### src/rtl/gpio_irq_ctrl.sv
`timescale 1ns/1ps
module gpio_irq_ctrl #(
  parameter int NPINS = 32,
  parameter int AW    = 7
) (
  input  logic             clk,
  input  logic             rst_n,
  input  logic             bus_valid,
  input  logic             bus_we,
  input  logic [AW-1:0]    bus_addr,
  input  logic [31:0]      bus_wdata,
  output logic [31:0]      bus_rdata,
  input  logic [NPINS-1:0] ext_valid,
  input  logic [NPINS-1:0] ext_value,
  output logic [NPINS-1:0] pin_level,
  output logic [NPINS-1:0] irq,
  output logic [NPINS-1:0] short_circuit
);
  localparam int WI = AW - 2;
  localparam logic [WI-1:0] R_VAL  = WI'(0);
  localparam logic [WI-1:0] R_IEN  = WI'(1);
  localparam logic [WI-1:0] R_OEN  = WI'(2);
  localparam logic [WI-1:0] R_OUT  = WI'(3);
  localparam logic [WI-1:0] R_PUE  = WI'(4);
  localparam logic [WI-1:0] R_DS   = WI'(5);
  localparam logic [WI-1:0] R_RIE  = WI'(6);
  localparam logic [WI-1:0] R_RIP  = WI'(7);
  localparam logic [WI-1:0] R_FIE  = WI'(8);
  localparam logic [WI-1:0] R_FIP  = WI'(9);
  localparam logic [WI-1:0] R_HIE  = WI'(10);
  localparam logic [WI-1:0] R_HIP  = WI'(11);
  localparam logic [WI-1:0] R_LIE  = WI'(12);
  localparam logic [WI-1:0] R_LIP  = WI'(13);
  localparam logic [WI-1:0] R_AFE  = WI'(14);
  localparam logic [WI-1:0] R_AFS  = WI'(15);
  localparam logic [WI-1:0] R_INV  = WI'(16);

  logic [NPINS-1:0] in_en, out_en, out_bit, pull_en, drive_str, out_inv;
  logic [NPINS-1:0] rise_en, fall_en, high_en, low_en, alt_en, alt_sel;
  logic [NPINS-1:0] rise_p, fall_p, high_p, low_p, sampled;

  wire [WI-1:0]    widx   = bus_addr[AW-1:2];
  wire             hit_ok = (bus_addr[1:0] == 2'b00);
  wire             wr     = bus_valid & bus_we & hit_ok;
  wire [NPINS-1:0] wd     = bus_wdata[NPINS-1:0];

  wire [NPINS-1:0] drive  = out_en & (out_bit ^ out_inv);
  assign pin_level     = (ext_valid & ext_value) | (~ext_valid & out_en & drive)
                       | (~ext_valid & ~out_en & pull_en);
  assign short_circuit = ext_valid & out_en;
  wire [NPINS-1:0] samp_n = in_en & pin_level;

  wire [NPINS-1:0] clr_r = (wr && widx == R_RIP) ? wd : '0;
  wire [NPINS-1:0] clr_f = (wr && widx == R_FIP) ? wd : '0;
  wire [NPINS-1:0] clr_h = (wr && widx == R_HIP) ? wd : '0;
  wire [NPINS-1:0] clr_l = (wr && widx == R_LIP) ? wd : '0;

  always_ff @(posedge clk or negedge rst_n) begin
    if (!rst_n) begin
      in_en <= '0; out_en <= '0; out_bit <= '0; pull_en <= '0;
      drive_str <= '0; out_inv <= '0; alt_en <= '0; alt_sel <= '0;
      rise_en <= '0; fall_en <= '0; high_en <= '0; low_en <= '0;
    end else if (wr) begin
      case (widx)
        R_IEN: in_en     <= wd;
        R_OEN: out_en    <= wd;
        R_OUT: out_bit   <= wd;
        R_PUE: pull_en   <= wd;
        R_DS:  drive_str <= wd;
        R_RIE: rise_en   <= wd;
        R_FIE: fall_en   <= wd;
        R_HIE: high_en   <= wd;
        R_LIE: low_en    <= wd;
        R_AFE: alt_en    <= wd;
        R_AFS: alt_sel   <= wd;
        R_INV: out_inv   <= wd;
        default: ;
      endcase
    end
  end

  always_ff @(posedge clk or negedge rst_n) begin
    if (!rst_n) begin
      sampled <= '0; rise_p <= '0; fall_p <= '0; high_p <= '0; low_p <= '0;
    end else begin
      sampled <= samp_n;
      rise_p  <= (rise_p & ~clr_r) | (samp_n & ~sampled);
      fall_p  <= (fall_p & ~clr_f) | (~samp_n & sampled);
      high_p  <= (high_p & ~clr_h) | samp_n;
      low_p   <= (low_p  & ~clr_l) | ~samp_n;
    end
  end

  assign irq = (rise_p & rise_en) | (fall_p & fall_en) | (high_p & high_en) | (low_p & low_en);

  logic [NPINS-1:0] rsel;
  always_comb begin
    rsel = '0;
    if (bus_valid && !bus_we && hit_ok) begin
      case (widx)
        R_VAL: rsel = sampled;
        R_IEN: rsel = in_en;
        R_OEN: rsel = out_en;
        R_OUT: rsel = out_bit;
        R_PUE: rsel = pull_en;
        R_DS:  rsel = drive_str;
        R_RIE: rsel = rise_en;
        R_RIP: rsel = rise_p;
        R_FIE: rsel = fall_en;
        R_FIP: rsel = fall_p;
        R_HIE: rsel = high_en;
        R_HIP: rsel = high_p;
        R_LIE: rsel = low_en;
        R_LIP: rsel = low_p;
        R_AFE: rsel = alt_en;
        R_AFS: rsel = alt_sel;
        R_INV: rsel = out_inv;
        default: rsel = '0;
      endcase
    end
  end
  assign bus_rdata = 32'(rsel);

  p_level_flags_r4: assert property (@(posedge clk) disable iff (!rst_n)
    rst_n |=> ((sampled & ~high_p) | (~sampled & ~low_p)) == '0);

  p_edge_flags_r5: assert property (@(posedge clk) disable iff (!rst_n)
    rst_n |=> (((sampled & ~$past(sampled)) & ~rise_p) |
               ((~sampled & $past(sampled)) & ~fall_p)) == '0);

  p_rise_sticky_r6: assert property (@(posedge clk) disable iff (!rst_n)
    !(wr && widx == R_RIP) |=> ($past(rise_p) & ~rise_p) == '0);

  p_irq_quiet_r8: assert property (@(posedge clk) disable iff (!rst_n)
    ((rise_en | fall_en | high_en | low_en) == '0) |-> irq == '0);

  p_unmapped_read_r12: assert property (@(posedge clk) disable iff (!rst_n)
    (bus_valid && !bus_we && !hit_ok) |-> bus_rdata == '0);
endmodule

### config.mk
export PLATFORM = sky130hd
export DESIGN_NAME = gpio_irq_ctrl
export DESIGN_NICKNAME = d
export VERILOG_FILES = /design/src/rtl/gpio_irq_ctrl.sv
export SDC_FILE = /design/constraint.sdc
export NUM_CORES = 1
export LEC_CHECK = 0
export ABC_AREA = 1
export CAP_MARGIN = 10
export CELL_PAD_IN_SITES_DETAIL_PLACEMENT = 0
export CELL_PAD_IN_SITES_GLOBAL_PLACEMENT = 1
export CORE_MARGIN = 5
export CORE_UTILIZATION = 47
export DETAILED_ROUTE_END_ITERATION = 10
export DONT_BUFFER_PORTS = 1
export GPL_TIMING_DRIVEN = 0
export PLACE_DENSITY = 0.89
export SYNTH_ARGS = -nofsm -noshare
export SYNTH_HDL_FRONTEND = slang
export SYNTH_SLANG_ARGS = --single-unit
### constraint.sdc
create_clock -name clk -period 2 [get_ports clk]
set_clock_uncertainty 0.2 [all_clocks]
set_input_delay 0.2 -clock clk [delete_from_list [all_inputs] [get_ports clk]]
set_output_delay 0.2 -clock clk [all_outputs]
set_load 0.02 [all_outputs]
==> run summary <==
=================================================================================================
Number of warnings issued by yosys                                                              0
Area of the core                                                                     56,500 sq um
First-pass GRT wire length                                                           168,000 microns
Starting utilization of the core area                                                       47.4%
Post-Route Utilization                                                                      59.9%
Number of buffers and inverters on the critical path                                            0
Number of buffers created by CTS                                                               58
Category of cells accounting for the largest share of critical-path delay            simple AND/OR/NAND/NOR gates
Via count of the first global-routing pass                                                 26,100
Final Instance Area                                                                  33,800 sq um
Cell seen most often among critical-path stages                                      sky130_fd_sc_hd__nor2_4
Flops & latches, synth                                                                        544
Final ANT Viol Nets                                                                             0
Global-route usage over all layers                                                          35.6%
Cell Area, Placed                                                                    27,700 sq um
Die Area                                                                             61,900 sq um
Average detailed-routed wire length per instance                                     24.6 microns
Measured slew at the worst slew-check pin                                                 1.89 ns
Synthesized area per cell                                                              7.46 sq um
TritonCTS clock tree                                                                          yes
Final Cycle Share                                                                            111%
Fillers                                                                                     5,117
DRC violation total after the first TritonRoute iteration                                   4,053
Combinational family with the most area after synthesis                              simple AND/OR/NAND/NOR gates
Max stage delay cell, worst path                                                     sky130_fd_sc_hd__dfrtp_1
Required time at the worst-slack endpoint                                                 1.60 ns
Layout-stage area growth over the synthesis result                                          26.2%
Pins Over Slew Limit                                                                          241
Final Hold Vio Count                                                                          544
Number of input and output port buffers inserted                                                0
Clock Path Buffers                                                                              3
Global placer's final weighted congestion                                                   0.969
Max-cap violations                                                                              0
Count of mapped cells out of synthesis                                                      3,594
Length in cells of the worst reg-to-reg path                                                    9
Arrival time of the worst setup path                                                      1.81 ns
Layout cell share with drive strength beyond 1                                              16.0%
Number of distinct library cell variants in the gate-level netlist after synthesis             25
Share of cell area taken by muxes after synthesis                                              0%
Sequential cell area fraction in the yosys report                                           50.8%
Pin count of the biggest net entering global routing                                          545
Power per standard cell area                                                          793 nW/um^2
Crit path largest cell delay                                                              0.42 ns
Startpoint of the lowest-slack register-to-register path                             out_inv[1]$_DFFE_PN0P_
CTS clock-pin slew for the worst setup and hold paths                                     0.07 ns
Unrepaired setup endpoints after global routing                                              true
Crit path kind                                                                         reg -> out
Highest clock rate                                                                        452 MHz
Via count                                                                                  27,900
Total Nets Final                                                                            4,008
Largest driver fanout on the critical path                                                      4
Total wire length after detailed routing                                             116,000 microns
Hold slack final                                                                        -0.886 ns
Peak supply drop                                                                       0.000682 V
Compound-Gate Fraction of Synth Area                                                        12.4%
Xor/xnor share of the synthesized area                                                      1.05%
Clock latency on the worst-skew pair                                                      0.64 ns
Number of clock sinks                                                                         544
DRC violation count after routing                                                               0
Synthesized netlist net count                                                               3,701
Worst Hold Class                                                                      in -> async
Adder-Cell Fraction of Synth Area                                                              0%
Worst-case setup margin in the final layout                                             -0.214 ns
Outcome                                                                              finished, violations left
Die height                                                                            249 microns
Combined area of all synthesized cells                                               26,800 sq um
Setup violations, final                                                                        56
Die Span X                                                                            249 microns
Post-DP HPWL                                                                         73,000 microns
Endpoint class of the critical path                                                    output pin
Worst setup path startpoint                                                          out_en[3]$_DFFE_PN0P_
Initial antenna violation count                                                                 1
Via/cell ratio                                                                               5.92
Worst setup slack for register-to-register paths                                          0.14 ns
I/O pin count                                                                                 235
Post-synthesis simple-gate area fraction                                                    28.0%
Leakage power of the design                                                               16.7 nW
Global route total overflow                                                                     0
Relative slew margins                                                                      -25.7%
Placement row count                                                                            87
Final critical path time including I/O delays and setup                                   2.21 ns
Violations in the final reports                                                      negative hold slack, max-slew violations, negative setup slack
Critical register-to-register path endpoint                                          fall_p[1]$_DFF_PN0_
H-tree depth                                                                                    2
Worst path cell trace                                                                nand3_1 > nand2_2 > nor2_4 > nand3_2 > nor2_4 > nor2_4
First-pass DRT Iterations                                                                       7
Critical path startpoint category                                                       flip-flop
CTS Root Buffer Type                                                                 sky130_fd_sc_hd__clkbuf_16
=================================================================================================
[final cells by class]
cell class              count  area [sq um]  area share [%]
clock buffers              89          1720            5.08
multi-input cells        2512         12400            36.5
repair buffers            248          2390            7.07
clock inverters            14           205           0.607
well taps                 756           946            2.80
plain buffers             210          1310            3.88
flip-flops and latches    544         13600            40.3
inverters                 327          1260            3.72
diodes                      3          7.51          0.0222
[logic make-up (layout without fill, tap and decap cells)]
family,count (synthesis),after routing
other,0,3
DFF,544,544
AOI/OAI and AO/OA,638,638
buffers and inverters,538,888
and+or+nand+nor,1842,1842
xor gates and xnor gates,32,32
[cell usage in the layout, fill, tap and decap left out, types with 18 or more instances in the layout]
master and n:
sky130_fd_sc_hd__nand3_2 27, sky130_fd_sc_hd__clkbuf_16 60, sky130_fd_sc_hd__inv_2 29, sky130_fd_sc_hd__buf_6 48
sky130_fd_sc_hd__o2111ai_2 26, sky130_fd_sc_hd__nor2_1 265, sky130_fd_sc_hd__nor2_4 75, sky130_fd_sc_hd__dfrtp_2 20
sky130_fd_sc_hd__xor2_2 18, sky130_fd_sc_hd__o21ai_0 515, sky130_fd_sc_hd__nand2_2 39, sky130_fd_sc_hd__buf_4 116
sky130_fd_sc_hd__clkbuf_1 125, sky130_fd_sc_hd__nand4_1 102, sky130_fd_sc_hd__nand3_1 139, sky130_fd_sc_hd__dfrtp_1 524
sky130_fd_sc_hd__o21ai_1 91, sky130_fd_sc_hd__nor2_2 53, sky130_fd_sc_hd__inv_1 288, sky130_fd_sc_hd__nand2_1 1131
sky130_fd_sc_hd__clkbuf_2 20, sky130_fd_sc_hd__dlygate4sd3_1 108
[per-stage QoR]
stage                     setup slack [ns]  power (mW)  TNS [ns]  instances
after floorplan                     0.0253        14.1         0       3594
after global placement              -0.937        14.9   -201.46       4350
after detailed placement            -0.940        15.0   -211.33       4350
after CTS                           -0.175        26.5     -3.97       4649
after global routing                -0.230        27.6     -6.67       4701
final                               -0.214        26.8     -4.53       4703
[worst register-to-register path, delay by kind of cell (launching register included)]
kind	cells	cell delay, ns
xor gates and xnor gates	1	0.14
and+or+nand+nor	4	0.46
buffers and inverters	3	0.41
AOI/OAI and AO/OA	1	0.10
DFF	1	0.41
[report_power, final]
| part | switching (mW) | internal, mW | total, mW |
|---|---|---|---|
| clock network | 4.71 | 6.51 | 11.2 |
| registers | 0.695 | 11.9 | 12.6 |
| logic | 1.94 | 1.08 | 3.02 |
[synth_stat cells, drive strengths merged]
master | instances | area, sq um
dfrtp | 544 | 13600
o2111ai | 31 | 272
o41ai | 1 | 8.76
nor2 | 393 | 1520
inv | 327 | 1230
nand2 | 1173 | 4410
clkbuf | 148 | 556
buf | 63 | 308
nor3b | 1 | 7.51
nor4 | 1 | 6.26
o21ai | 606 | 3030
xor2 | 32 | 280
nand4 | 102 | 638
nand3 | 170 | 903
nor3 | 2 | 21.3
[worst max-delay path by stage]
stage	depth (start not counted)	slack (ns)	endpoint
global placement	12	-0.94	bus_rdata[10]
CTS	6	-0.18	bus_rdata[5]
global route	6	-0.23	bus_rdata[7]
floorplan	12	0.03	bus_rdata[1]
finish	6	-0.21	bus_rdata[3]
detailed placement	12	-0.94	bus_rdata[10]
[metal layers]
metal	share of wire (%)	vias to the layer above	track usage [%]
met2	43	1857	52.9
met4	6.4	2	17.8
li1	-	12100	-
met1	38	13500	47.6
met5	0.075	-	1.16
met3	13	450	10.8
[repair_timing]
action / 4_1_cts / 5_1_grt
cloned: 4 / 1
setup endpoints to repair: 81 / 102
hold buffers: 110 / 1
pin swaps: 132 / 128
resized for setup: 442 / 165
endpoints found under the hold margin: 977 / 545
buffers inserted: 82 / 51
Note: power is estimated with default switching activity, not from simulation.
